$ cat src/rtl/ref_sched_pkg.sv
package ref_sched_pkg;

   // events that move the credit count in one cycle
   typedef struct packed {
      logic elapse;   // an interval completed
      logic accept;   // a refresh was granted with every bank idle
   } credit_evt_t;

   function automatic int unsigned cnt_width(input int unsigned max_val);
      return (max_val < 2) ? 1 : $clog2(max_val + 1);
   endfunction

endpackage

$ cat src/rtl/ref_interval_timer.sv
module ref_interval_timer #(
   parameter int unsigned NORM_TICKS = 780,
   parameter bit          USE_TICK   = 1'b1
) (
   input  logic clk,
   input  logic rst_n,
   input  logic tick,
   input  logic hot,
   output logic elapse
);
   localparam int unsigned HOT_TICKS = NORM_TICKS / 2;
   localparam int unsigned TW        = ref_sched_pkg::cnt_width(NORM_TICKS);

   logic [TW-1:0] cnt_q;
   logic [TW-1:0] lim_m1;
   logic          step;

   generate
      if (USE_TICK) begin : g_tick_step
         assign step = tick;
      end else begin : g_clock_step
         assign step = tick | 1'b1;
      end
   endgenerate

   assign lim_m1 = hot ? TW'(HOT_TICKS - 1) : TW'(NORM_TICKS - 1);
   // compare with >= so a switch to the hot limit cannot overshoot
   assign elapse = step && (cnt_q >= lim_m1);

   always_ff @(posedge clk) begin
      if (!rst_n)      cnt_q <= '0;
      else if (elapse) cnt_q <= '0;
      else if (step)   cnt_q <= cnt_q + 1'b1;
   end

   // the count never reaches the normal interval length
   p_cnt_in_range_r2: assert property (@(posedge clk) disable iff (!rst_n)
      cnt_q < TW'(NORM_TICKS));

   // without a step, the count holds
   p_hold_without_step_r2: assert property (@(posedge clk) disable iff (!rst_n)
      !step |=> $stable(cnt_q));

endmodule

$ cat src/rtl/ref_credit_ctr.sv
module ref_credit_ctr #(
   parameter int unsigned MAX_PEND = 8,
   parameter int unsigned PW       = ref_sched_pkg::cnt_width(MAX_PEND)
) (
   input  logic                       clk,
   input  logic                       rst_n,
   input  ref_sched_pkg::credit_evt_t evt,
   output logic [PW-1:0]              pend,
   output logic                       urgent
);
   logic full;
   logic inc;

   assign full   = (pend == PW'(MAX_PEND));
   assign inc    = evt.elapse && (!full || evt.accept);
   assign urgent = full;

   always_ff @(posedge clk) begin
      if (!rst_n) pend <= '0;
      else        pend <= pend + PW'(inc) - PW'(evt.accept);
   end

   // the count is bounded by the postponement budget
   p_pend_bound_r8: assert property (@(posedge clk) disable iff (!rst_n)
      pend <= PW'(MAX_PEND));

   // no event means no change
   p_pend_quiet_r2: assert property (@(posedge clk) disable iff (!rst_n)
      !(evt.elapse || evt.accept) |=> $stable(pend));

endmodule

$ cat src/rtl/ref_busy_timer.sv
module ref_busy_timer #(
   parameter int unsigned TRFC_CYC = 28
) (
   input  logic clk,
   input  logic rst_n,
   input  logic start,
   output logic busy
);
   localparam int unsigned BW = ref_sched_pkg::cnt_width(TRFC_CYC);

   logic [BW-1:0] left_q;

   always_ff @(posedge clk) begin
      if (!rst_n)           left_q <= '0;
      else if (start)       left_q <= BW'(TRFC_CYC);
      else if (left_q != 0) left_q <= left_q - 1'b1;
   end

   assign busy = (left_q != '0);

   // an accepted refresh opens the busy window at once
   p_start_busy_r5: assert property (@(posedge clk) disable iff (!rst_n)
      start |=> busy);

   // the window never restarts from inside itself
   p_no_restart_r6: assert property (@(posedge clk) disable iff (!rst_n)
      busy |-> !start);

endmodule

$ cat src/rtl/ref_sched.sv
module ref_sched #(
   parameter int unsigned NORM_TICKS = 780,
   parameter int unsigned TRFC_CYC   = 28,
   parameter int unsigned MAX_PEND   = 8,
   parameter bit          USE_TICK   = 1'b1,
   parameter int unsigned PW         = ref_sched_pkg::cnt_width(MAX_PEND)
) (
   input  logic          clk,
   input  logic          rst_n,
   input  logic          tick,
   input  logic          hot,
   input  logic          grant,
   input  logic          all_idle,
   output logic          ref_req,
   output logic          ref_urgent,
   output logic          ref_busy,
   output logic [PW-1:0] pend_cnt,
   output logic          grant_err
);
   generate
      if (NORM_TICKS < 4 || (NORM_TICKS % 2) != 0) begin : g_bad_interval
         $error("NORM_TICKS must be even and at least 4");
      end
      if (TRFC_CYC < 1) begin : g_bad_trfc
         $error("TRFC_CYC must be at least 1");
      end
      if (MAX_PEND < 1) begin : g_bad_pend
         $error("MAX_PEND must be at least 1");
      end
   endgenerate

   ref_sched_pkg::credit_evt_t evt;
   logic elapse;
   logic accept;
   logic reject;
   logic err_q;

   ref_interval_timer #(.NORM_TICKS(NORM_TICKS), .USE_TICK(USE_TICK)) u_timer (
      .clk(clk), .rst_n(rst_n), .tick(tick), .hot(hot), .elapse(elapse));

   assign ref_req = (pend_cnt != '0) && !ref_busy;
   assign accept  = grant && ref_req && all_idle;
   assign reject  = grant && ref_req && !all_idle;

   assign evt.elapse = elapse;
   assign evt.accept = accept;

   ref_credit_ctr #(.MAX_PEND(MAX_PEND), .PW(PW)) u_credit (
      .clk(clk), .rst_n(rst_n), .evt(evt), .pend(pend_cnt), .urgent(ref_urgent));

   ref_busy_timer #(.TRFC_CYC(TRFC_CYC)) u_busy (
      .clk(clk), .rst_n(rst_n), .start(accept), .busy(ref_busy));

   always_ff @(posedge clk) begin
      if (!rst_n) err_q <= 1'b0;
      else        err_q <= reject;
   end
   assign grant_err = err_q;

   // no request while a refresh cycle runs
   p_busy_blocks_req_r6: assert property (@(posedge clk) disable iff (!rst_n)
      ref_busy |-> !ref_req);

   // a refused grant is flagged in the next cycle
   p_reject_flag_r7: assert property (@(posedge clk) disable iff (!rst_n)
      (grant && ref_req && !all_idle) |=> grant_err);

   // a refused grant consumes no credit and starts no window
   p_reject_keeps_r7: assert property (@(posedge clk) disable iff (!rst_n)
      (grant && ref_req && !all_idle && !elapse) |=> ($stable(pend_cnt) && !ref_busy));

   // an ungranted request persists
   p_req_held_r4: assert property (@(posedge clk) disable iff (!rst_n)
      (ref_req && !grant) |=> ref_req);

   // a grant without a request leaves the busy state alone
   p_stray_grant_r9: assert property (@(posedge clk) disable iff (!rst_n)
      (grant && !ref_req && !ref_busy) |=> !ref_busy);

endmodule

$ cat config.mk
export PLATFORM = sky130hd
export DESIGN_NAME = ref_sched
export DESIGN_NICKNAME = d
export VERILOG_FILES = /design/src/rtl/ref_sched_pkg.sv /design/src/rtl/ref_interval_timer.sv /design/src/rtl/ref_credit_ctr.sv /design/src/rtl/ref_busy_timer.sv /design/src/rtl/ref_sched.sv
export SDC_FILE = /design/constraint.sdc
export NUM_CORES = 1
export LEC_CHECK = 0
export CORE_MARGIN = 4
export CORE_UTILIZATION = 55
export DETAILED_ROUTE_END_ITERATION = 6
export GPL_TIMING_DRIVEN = 0
export PLACE_DENSITY_LB_ADDON = 0.12
export SLEW_MARGIN = 20
export SYNTH_ARGS = -nofsm -noshare
export SYNTH_HDL_FRONTEND = slang
export SYNTH_SLANG_ARGS = --single-unit
$ cat constraint.sdc
create_clock -name clk -period 4.8 [get_ports clk]
set_input_delay 1.2 -clock clk [delete_from_list [all_inputs] [get_ports clk]]
set_output_delay 1.2 -clock clk [all_outputs]
set_load 0.01 [all_outputs]
==> results.md <==
* Busiest grt layer: met2
* Root buf cell: clkbuf_4
* Status: completed
* Setup crit end kind: output pin
* Final setup TNS at 0 ns
* Max Freq at around 300 MHz
* Slew Limit Fails at 0
* Fraction of layout cells with a size suffix above 1 at 7.092%
* Commonest cells after routing, fill and taps aside: dfxtp_1, nor2_1, ha_1
* Flop2flop setup slack at 2.06 ns
* Commonest non-fill, non-tap cell in the layout: dfxtp_1
* Met3 GRT Util at 2.493%
* Core Box Area at approximately 2000 sq um
* Relative slew slack at roughly 47%
* Reg2reg start: u_busy.left_q[0]
* EDFF count, synth at 0
* Critical path peak fanout at 7
* Met2 GRT Util at 30.44%
* Post-CTS sizing at 0
* Fin crit share at a little under three quarters
* RD Place Congestion at ~0.74
* # DRC at 0
* Gr ovfl total at 0
* Crit path arrival time at 2.23 ns
* Worst path required time at 3.60 ns
* Clock share of power at 16.4%
* Initial DRC count at 2
* Clock Latency Late Sink at 0.30 ns
* Final critical-path required period at 3.431 ns
* Num CTS Buffers at 3
* Wire per inst at about 12 um
* Logic gate share of total power at 44.1%
* Row count at 16
* Layout fillers at 157
* Average size of a mapped cell at 9.279 sq um
* Cell-internal power at 0.3862 mW
* Worst Hold Class: reg2reg
* Crit path kind: reg2out
* I/O pin count at 14
* Number of global-route vias before repair at 880
* Switching Fraction at 34.87%
* Setup Buffers After CTS at 0
* Reg clk slew, reported paths at 0.11 ns
* Syn nets at 146
* TritonRoute pass-1 iters at 4
* Initial Utilization at roughly three fifths
* Antenna diodes at 0
* Initial antenna violation count at 0
* Post-synthesis sequential area ratio at around a third
* First-pass GRT wire length at 3.408 mm
* Pwr Density at between 400 and 500 nW/um^2
* Die width at 53.92 um
* Prevailing post-synth register cell: dfxtp_1
* Die height at 53.92 um
* Worst Tran Pin Value at just under 0.8 ns
* RSZ-0062 raised after global routing: no
* Met1 usage at 17.18%
* Clk sinks at 20
* Startpoint Class: register
* Yosys cell types at 34
* R2r worst-path depth at 13
* Sw Pwr at about 0.21 mW
* Seq cells post-synth at 20
* CTS tree: yes
* YS warnings at 0
* H-tree depth at 1
* Mapped Area at 1160 sq um
* CP Launch Point: u_busy.left_q[0]
* Mapped Cells at 125
* Largest net degree at the start of global routing at 12
* RR Endpoint: u_credit.pend[2]
* Buffers on Ports at 12
* Antenna violation net count after detailed routing at 0
* Area of the die at 2907 sq um
* Final setup skew at 0.001391 ns
* Final setup violation count at 0
* Total GRT Usage at 16.38%
* Area Overhead vs Synth at 16.40%
* DR vias at 883
* Final layout net count at 163
* Hold slack at 0.5643 ns
* CP endpoint: ref_req
* Async SR Flop Fraction at 0%
* Vias per cell at ~5.3
* Final WL at 1.972 mm
* Clock Tree Buf Depth at 2
* Hold Buf Count CTS at 0
* Maximum resistive drop on vdd at roughly 0.35 mV
* DP HPWL at 1.586 mm
* Final hold vios at 0
* Max cap viols at 0
* Sequential Power Share at 39.5%
* Leakage at 0.6069 nW
-- cell type report --
type                            instances  area (sq um)  area share [%]
Multi-Input combinational cell         91         698.2           51.71
Sequential cell                        20         400.4           29.66
Timing Repair Buffer                   12         120.1           8.897
Inverter                               11         41.29           3.058
Clock buffer                            4         36.28           2.688
Tap cell                               27         33.78           2.502
Buffer                                  3         20.02           1.483
-- power groups by stage --
stage / Sequential (mW) / Combinational [mW] / Clock [mW]
after floorplan: 0.234 / 0.190 / 0
after global placement: 0.236 / 0.252 / 0
after detailed placement: 0.239 / 0.265 / 0
after CTS: 0.235 / 0.266 / 0.100
after global routing: 0.241 / 0.301 / 0.109
final: 0.234 / 0.262 / 0.0970
-- state kept, by name (all words and copies together) (netlist names) --
signal,count
u_credit.pend,4
grant_err,1
u_busy.left_q,5
u_timer.cnt_q,10
-- routing by layer --
layer	vias up	wire, um	share of wire (%)
li1	454	-	-
met1	408	847	43
met2	17	1012	51
met3	4	74	3.8
met4	0	38	1.9
met5	-	0	0
-- worst max-delay path: stages, from the launching register on --
cell and delay, ns:
dfxtp_1 0.33, inv_1 0.11, ha_1 0.17, or4b_1 0.45
buf_6 0.16, a21oi_4 0.16, clkdlybuf4s50_1 0.56
-- stage by stage --
step	cells	power [mW]	util (%)	area, sq um	worst slack [ns]
after detailed placement	164	0.5040	66.29	1314	1.076
after global routing	168	0.6507	68.12	1350	1.255
after CTS	168	0.6014	68.12	1350	1.352
after floorplan	125	0.4245	-	1160	1.803
after global placement	164	0.4885	66.29	1314	1.144
final	168	0.5929	68.12	1350	1.369
-- worst min-delay path by stage --
| stage | start | to | slack [ns] | cells past startpoint |
|---|---|---|---|---|
| floorplan | u_timer.cnt_q[5] | u_timer.cnt_q[5] | 0.50 | 2 |
| global placement | u_timer.cnt_q[5] | u_timer.cnt_q[5] | 0.53 | 2 |
| detailed placement | u_timer.cnt_q[5] | u_timer.cnt_q[5] | 0.54 | 2 |
| CTS | u_timer.cnt_q[5] | u_timer.cnt_q[5] | 0.57 | 2 |
| global route | u_timer.cnt_q[5] | u_timer.cnt_q[5] | 0.60 | 2 |
| finish | u_timer.cnt_q[5] | u_timer.cnt_q[5] | 0.56 | 2 |
-- cells in the mapped netlist, types with 3 or more instances --
master	count	share of area, %
and2_1	5	2.7
ha_1	14	15
nand4_1	3	1.6
xor2_1	8	6.0
inv_1	11	3.6
nand2_1	8	2.6
dfxtp_1	20	35
xnor2_1	6	4.5
nor3_1	3	1.3
a21boi_0	3	1.9
and3_1	3	1.6
nor2_1	16	5.2
-- cell families after synthesis --
kind of cell / after synthesis / synth area share (%)
AND/OR/NAND/NOR: 46 / 21.04
flip-flops: 20 / 34.52
adder cells (fa/ha/maj): 15 / 16.83
AO/OA/AOI/OAI: 14 / 10.03
XOR/XNOR: 14 / 10.57
buffers and inverters: 14 / 5.285
multiplexers: 2 / 1.726
Note: power is estimated with default switching activity, not from simulation.
